File: src/rtl/intr_presenter.sv
module intr_presenter #(
  parameter int SRC_W   = 24,
  parameter int PRIO_W  = 8,
  parameter int IPI_SRC = 2
) (
  input  logic                    clk,
  input  logic                    rst_n,
  input  logic [2:0]              op_code,
  input  logic [PRIO_W+SRC_W-1:0] op_wdata,
  output logic [PRIO_W+SRC_W-1:0] pres_word,
  output logic [PRIO_W-1:0]       ipi_prio,
  input  logic                    req_valid,
  input  logic [SRC_W-1:0]        req_src,
  input  logic [PRIO_W-1:0]       req_prio,
  output logic                    irq_out,
  output logic                    rej_valid,
  output logic [SRC_W-1:0]        rej_src,
  output logic                    eoi_valid,
  output logic [SRC_W-1:0]        eoi_src,
  output logic                    resend_req
);
  localparam logic [2:0] OP_ACCEPT = 3'd1;
  localparam logic [2:0] OP_EOI    = 3'd3;
  localparam logic [2:0] OP_CPPR   = 3'd4;
  localparam logic [2:0] OP_IPI    = 3'd5;
  localparam logic [PRIO_W-1:0] LEAST = '1;
  localparam logic [SRC_W-1:0]  IPI_NUM = SRC_W'(IPI_SRC);

  logic [PRIO_W-1:0] cur, pend, mfrr;
  logic [SRC_W-1:0]  src;
  logic              owned;

  logic [PRIO_W-1:0] n_cur, n_pend, n_mfrr;
  logic [SRC_W-1:0]  n_src, n_rej_src, n_eoi_src;
  logic              n_owned, n_rej, n_eoi, n_resend, do_ipi;
  logic [PRIO_W-1:0] wprio;

  assign wprio     = op_wdata[PRIO_W-1:0];
  assign pres_word = {cur, src};
  assign ipi_prio  = mfrr;
  assign irq_out   = |src;

  always_comb begin
    n_cur = cur; n_pend = pend; n_mfrr = mfrr; n_src = src; n_owned = owned;
    n_rej = 1'b0; n_rej_src = '0; n_eoi = 1'b0; n_eoi_src = '0;
    n_resend = 1'b0; do_ipi = 1'b0;
    case (op_code)
      OP_ACCEPT: begin
        n_cur = pend; n_src = '0; n_pend = LEAST; n_owned = 1'b0;
      end
      OP_EOI: begin
        n_cur     = op_wdata[PRIO_W+SRC_W-1:SRC_W];
        n_eoi     = 1'b1;
        n_eoi_src = op_wdata[SRC_W-1:0];
        n_resend  = 1'b1;
        do_ipi    = mfrr < op_wdata[PRIO_W+SRC_W-1:SRC_W];
      end
      OP_CPPR: begin
        n_cur = wprio;
        if (wprio < cur) begin
          if ((src != '0) && (wprio <= pend)) begin
            if (owned) begin
              n_rej = 1'b1; n_rej_src = src;
            end
            n_src = '0; n_pend = LEAST; n_owned = 1'b0;
          end
          n_resend = 1'b1;
          do_ipi   = mfrr < wprio;
        end
      end
      OP_IPI: begin
        n_mfrr = wprio;
        do_ipi = wprio < cur;
      end
      default: ;
    endcase

    if (do_ipi && !((n_src != '0) && (n_pend <= n_mfrr))) begin
      if ((n_src != '0) && n_owned) begin
        n_rej = 1'b1; n_rej_src = n_src;
      end
      n_src = IPI_NUM; n_pend = n_mfrr; n_owned = 1'b0;
    end

    if (req_valid && (req_src != '0) && (req_prio < n_cur) &&
        !((n_src != '0) && (n_pend <= req_prio))) begin
      if ((n_src != '0) && n_owned) begin
        n_rej = 1'b1; n_rej_src = n_src;
      end
      n_src = req_src; n_pend = req_prio; n_owned = 1'b1;
    end
  end

  always_ff @(posedge clk) begin
    if (!rst_n) begin
      cur <= '0; src <= '0; pend <= LEAST; mfrr <= LEAST; owned <= 1'b0;
      rej_valid <= 1'b0; rej_src <= '0; eoi_valid <= 1'b0; eoi_src <= '0;
      resend_req <= 1'b0;
    end else begin
      cur <= n_cur; src <= n_src; pend <= n_pend; mfrr <= n_mfrr; owned <= n_owned;
      rej_valid <= n_rej; rej_src <= n_rej_src;
      eoi_valid <= n_eoi; eoi_src <= n_eoi_src;
      resend_req <= n_resend;
    end
  end
endmodule

File: config.mk
export PLATFORM = sky130hd
export DESIGN_NAME = intr_presenter
export DESIGN_NICKNAME = d
export VERILOG_FILES = /design/src/rtl/intr_presenter.sv
export SDC_FILE = /design/constraint.sdc
export NUM_CORES = 1
export LEC_CHECK = 0
export BUFFER_PORTS_ARGS = -buffer_cell sky130_fd_sc_hd__buf_2
export CAP_MARGIN = 20
export CORE_AREA = 3 3 103 105
export CTS_BUF_LIST = sky130_fd_sc_hd__clkbuf_8
export DETAILED_ROUTE_END_ITERATION = 12
export DIE_AREA = 0 0 106 108
export GPL_ROUTABILITY_DRIVEN = 0
export PLACE_DENSITY = 0.88
export REMOVE_ABC_BUFFERS = 1
export SYNTH_ARGS = -nofsm -noshare
export SYNTH_HDL_FRONTEND = slang
export SYNTH_SLANG_ARGS = --single-unit
File: constraint.sdc
create_clock -name clk -period 6.5 [get_ports clk]
set_input_delay 1.3 -clock clk [delete_from_list [all_inputs] [get_ports clk]]
set_output_delay 1.3 -clock clk [all_outputs]
set_load 0.03 [all_outputs]
## Word level (Yosys, flattened, before mapping)

Index checks and enable logic that the tools add are counted.

| word-level totals | value |
|---|---|
| register bits after elaboration | 100 |
| bits of input ports | 70 |
| logic and storage cells | 76 |

| cells by class | value |
|---|---|
| $lt $le $gt $ge | 7 |
| equality and inequality tests | 4 |
| muxes and demuxes | 38 |
| reductions and logical operators | 17 |

Operators by type and width:

| kind | count |
|---|---|
| 2-to-1 mux 24 bit | 12 |
| nonzero test 24 bit | 4 |
| case mux 24 bit (2 select lines) | 1 |
| 2-to-1 mux 8 bit | 5 |
| less-than comparator 8 bit | 4 |
| less-or-equal comparator 8 bit | 3 |
| case mux 8 bit (3 select lines) | 1 |
| OR reduction 24 bit | 1 |
| case mux 8 bit (2 select lines) | 1 |
| 2-to-1 mux 1 bit | 15 |
| logical AND 1 bit | 9 |
| equality test 3 bit (second input constant) | 2 |
| case mux 1 bit (2 select lines) | 2 |
| equality test 3 x 1 -> 1 bit (second input constant) | 1 |
| equality test 3 x 2 -> 1 bit (second input constant) | 1 |
| case mux 1 bit (3 select lines) | 1 |
| zero test 1 bit | 2 |
| AND reduction 2 bit | 1 |

## Logic depth before layout (Yosys ltp)

| depth | value |
|---|---|
| depth after elaboration | 15 |
| depth in mapped cells | 30 |

## Worst setup path after synthesis

No wires, ideal clock.

| timing | value |
|---|---|
| kind | input-to-reg |
| from | in op_wdata[2] |
| to | reg src[19] |
| setup time | 0.117 ns |
| arrival time | 5.961 ns |
| data required time | 6.383 ns |
| slack | 0.422 ns |
| stages | 28 |
| path through | ha_1 a211oi_2 o21ai_1 a211oi_2 a41oi_2 buf_6 and2_4 inv_1 ha_1 nand3_1 nor2_1 a32o_1 a21oi_1 inv_1 a31o_1 buf_6 mux2i_2 ha_1 a21oi_1 nor2b_1 o311ai_0 a21boi_0 o2bb2ai_1 o21ai_4 and3_1 buf_2 buf_6 a22o_1 |

| between the ends | value |
|---|---|
| word-level cells in the longest chain between the ends | 15 |
| elaborated cells on any way between the ends | 29 |

RTL lines:

| item | line | RTL |
|---|---|---|
| start, declared | 9 | `input logic [PRIO_W+SRC_W-1:0] op_wdata,` |
| less-or-equal comparator 8 bit | 61 | `if ((src != '0) && (wprio <= pend)) begin` |
| logical AND 1 bit | 61 |  |
| 2-to-1 mux 8 bit / 2-to-1 mux 24 bit (equally long branches) | 61 |  |
| 2-to-1 mux 8 bit / 2-to-1 mux 24 bit (equally long branches) | 60 | `if (wprio < cur) begin` |
| case mux 8 bit (2 select lines) / case mux 24 bit (2 select lines) (equally long branches) | 47 | `case (op_code)` |
| less-or-equal comparator 8 bit / nonzero test 24 bit (equally long branches) | 78 | `if (do_ipi && !((n_src != '0) && (n_pend <= n_mfrr))) begin` |
| logical AND 1 bit | 78 |  |
| zero test 1 bit | 78 |  |
| logical AND 1 bit | 78 |  |
| 2-to-1 mux 8 bit / 2-to-1 mux 24 bit (equally long branches) | 78 |  |
| less-or-equal comparator 8 bit / nonzero test 24 bit (equally long branches) | 86 | `!((n_src != '0) && (n_pend <= req_prio))) begin` |
| logical AND 1 bit | 86 |  |
| zero test 1 bit | 86 |  |
| logical AND 1 bit | 85 | `if (req_valid && (req_src != '0) && (req_prio < n_cur) &&` |
| 2-to-1 mux 24 bit (*) | 85 |  |
| end signal, assigned | 100 | `cur <= n_cur; src <= n_src; pend <= n_pend; mfrr <= n_mfrr; owned <= n_owned;` |
| end, declared | 30 | `logic [SRC_W-1:0] src;` |

Every way passes the cells marked *; elsewhere a longest branch is shown, timed or not.
A chain may end at the register's enable or synchronous reset.

## Final worst setup path

| timing | value |
|---|---|
| from | in op_wdata[2] |
| to | reg pend[1] |

| between the ends | value |
|---|---|
| word-level cells in the longest chain between the ends | 15 |
| elaborated cells on any way between the ends | 29 |

RTL lines:

| item | line | RTL |
|---|---|---|
| less-or-equal comparator 8 bit | 61 |  |
| logical AND 1 bit | 61 |  |
| 2-to-1 mux 8 bit / 2-to-1 mux 24 bit (equally long branches) | 61 |  |
| 2-to-1 mux 8 bit / 2-to-1 mux 24 bit (equally long branches) | 60 |  |
| case mux 8 bit (2 select lines) / case mux 24 bit (2 select lines) (equally long branches) | 47 |  |
| less-or-equal comparator 8 bit / nonzero test 24 bit (equally long branches) | 78 |  |
| logical AND 1 bit | 78 |  |
| zero test 1 bit | 78 |  |
| logical AND 1 bit | 78 |  |
| 2-to-1 mux 8 bit / 2-to-1 mux 24 bit (equally long branches) | 78 |  |
| less-or-equal comparator 8 bit / nonzero test 24 bit (equally long branches) | 86 |  |
| logical AND 1 bit | 86 |  |
| zero test 1 bit | 86 |  |
| logical AND 1 bit | 85 |  |
| 2-to-1 mux 8 bit (*) | 85 |  |
| end signal, assigned | 100 |  |
| end, declared | 29 | `logic [PRIO_W-1:0] cur, pend, mfrr;` |

Marks and branches as above.

==> results.cfg <==
[run_status]
status = completed

[clock_tree]
htreeDepth = 3
cts_tree = yes
clk_pin_slew_ns = 0.10
cts_made_buffers = 9
cts_root_buf = clkbuf_8
clockBufferDepth = 2
clkLatencyLatePin_ns = 0.38
cts_hold_buf = 0
cts_num_sinks = 100

[layout]
nFillCells = 804
drive_gt1_share_pct = 35.5
area_delta_synth_final_pct = 23.8
stdcell_area_um2 = 6310
stdcell_count = 838
nets = 822
diodes = 0

[routing]
vias_per_cell = 5.72
dr.pass1.iters = 5
antenna_left = 0
drt_wl_total_um = 14800
wire_per_inst_um = 17.7
first_iter_violations = 502
drc = 0
vias = 4796

[floorplan]
io_pins = 162
initial_core_util_pct = 52.4
rows = 36
dieWidth_um = 106
die_h_um = 108
core_area_um2 = 9730
design.die.area_um2 = 11400

[synthesis]
yosys.cell_count.top_type = dfxtp_1
ys_seq_elements = 100
synthTopCellsByArea = dfxtp_1, ha_1, a22o_1
syn_area_um2 = 5090
yosys.area.top_type_share_pct = 39.3
synth_edf_count = 0
yosys-top-cells-count = dfxtp_1, ha_1, inv_1
synth_cells = 532
avgSynthCellArea_um2 = 9.57
yosys_warnings = 0
yosysTopAreaCell = dfxtp_1
ys_types = 64
synthFlopType = dfxtp_1
synthArstFlopShare_pct = 0
yosysSeqAreaShare_pct = 39.3

[worst_setup_path]
start_kind = input port
crit_path_max_fanout = 12
worstPathRequired_ns = 6.76
slowest_delay_ns = 0.36
crit_arrival_ns = 6.65
cpMostUsedCell = ha_1
critPathCaptureType = flop
path_buf_inv = 4
slowest_stage = a211oi_4
path_class = in -> reg
critPathTopFamily = compound AO/OA/AOI/OAI gates

[power_and_ir_drop]
p_sw_w = 0.000578
p_int_w = 0.00105
swShare_pct = 35.6
total_power_w = 0.00162
peakVddDrop_mv = 0.122
pwr-share-comb_pct = 31.9
powerDensity_nw_per_um2 = 258
p_seq_share_pct = 41.8
pwr-share-clk_pct = 26.4
leakagePower_nw = 3.09

[placed_design]
post-place-ws_ns = -0.277
dpl.hpwl_um = 11500
io_buffer_count = 161
place_inst = 820
placed_area_um2 = 6040

[timing]
setup_ws_ns = 0.114
post-route-period-util_pct = 98.2
skew_ns = 0.0106
hold_violations = 0
tightest_slew_ns = 0.767
slew_viol_final = 0
relSlewSlack_pct = 48.6
fin_crit_ns = 6.39
setup_viol_count_final = 0
clock.fmax_mhz = 157

[hold_path]
min_path_type = reg -> reg

[grt]
grt_overflow = 0
track_usage_pct = 25.2
antenna_found_initial = 0
grt_first_pass_wirelength_um = 23000
first_global_vias = 4701
grt_max_degree = 29

[job]
cap_viol_max_count = 0
==> flip-flops by register name (all words and copies together), names as in the netlist <==
register	cells
rej_src	24
rej_valid	1
pend	8
ipi_prio	8
owned	1
eoi_src	24
resend_req	1
src	24
eoi_valid	1
cur	8
==> cells in the final DEF (no fill, tap or decap), drive strengths merged, types with 10 or more instances in the layout <==
cell,Yosys,final
a21oi,30,30
a22o,23,23
and2,24,24
buf,17,178
clkbuf,5,10
dfxtp,100,100
ha,52,52
inv,52,55
nand2,24,24
nor2,37,37
nor2b,28,28
nor4,10,10
o21ai,18,18
==> power by group through the flow <==
stage	clock [W]	sequential, W	combinational, W
after global placement	0	0.000691	0.000469
after global routing	0.000449	0.000683	0.000557
final	0.000428	0.000679	0.000517
after detailed placement	0	0.000692	0.000491
after CTS	0.000430	0.000678	0.000493
after floorplan	0	0.000735	0.000278
==> final timing paths <==
kind / start / endpoint / slack, ns / cells after the start
max: op_wdata[2] / pend[1]$_SDFF_PN1_ / 0.11 / 26
min: src[21]$_SDFF_PN0_ / rej_src[21]$_SDFF_PN0_ / 0.51 / 1
max reg2reg: pend[5]$_SDFF_PN1_ / pend[1]$_SDFF_PN1_ / 0.73 / 27
min reg2reg: src[21]$_SDFF_PN0_ / rej_src[21]$_SDFF_PN0_ / 0.51 / 1
==> layer usage <==
layer | track usage (%) | share of wire [%] | vias to the layer above
li1 | - | - | 2233
met2 | 44.5 | 50 | 269
met5 | 0 | 0 | -
met1 | 29.9 | 38 | 2248
met3 | 5.01 | 8.7 | 46
met4 | 10.7 | 3.2 | 0
==> stage by stage <==
| step | TNS, ns | hold slack [ns] | utilization (%) |
|---|---|---|---|
| global placement | 0 | 0.492 | 62.1 |
| CTS | 0 | 0.513 | 64.3 |
| finish | 0 | 0.514 | 64.8 |
| floorplan | -2.72 | 0.502 | - |
| detailed placement | -12.27 | 0.495 | 62.1 |
| global route | -5.43 | 0.525 | 64.8 |
==> final cells by class <==
type | count | area [µm²] | share of cell area [%]
timing repair buffer | 178 | 971 | 15.4
sequential | 100 | 2000 | 31.7
clock inverter | 6 | 76.3 | 1.21
clock buffer | 10 | 138 | 2.18
tap | 133 | 166 | 2.64
inverter | 52 | 195 | 3.09
multi-input combinational | 359 | 2760 | 43.7
==> kinds of logic after synthesis <==
group	count (synthesis)	synth area share, %
fa+ha+maj	52	12.8
compound gates	129	18.9
buf+inv	74	7.34
flops	100	39.3
mux	8	2.19
simple gates	169	19.5
==> worst reg2reg max path: stages (launching register included) <==
cell	delay, ns
dfxtp_1	0.39
inv_1	0.08
ha_1	0.31
nand4_1	0.15
nor2_1	0.19
a21oi_1	0.09
nor2_1	0.31
a41oi_2	0.23
and2_4	0.23
inv_1	0.05
ha_1	0.23
nand3_1	0.12
nor2_1	0.07
a32o_1	0.27
a21oi_1	0.22
inv_1	0.12
a31o_2	0.35
mux2i_2	0.22
ha_1	0.29
a21oi_1	0.20
nor2b_1	0.08
o311ai_0	0.30
a21boi_0	0.21
o2bb2ai_2	0.24
o21ai_4	0.08
buf_4	0.20
and3_1	0.19
a211o_1	0.27
==> what timing repair did <==
action,4_1_cts,5_1_grt
gates resized for setup,0,4
setup buffers,0,1
endpoints found under the setup margin,0,58
No activity file was read; power rests on OpenSTA's default activity.
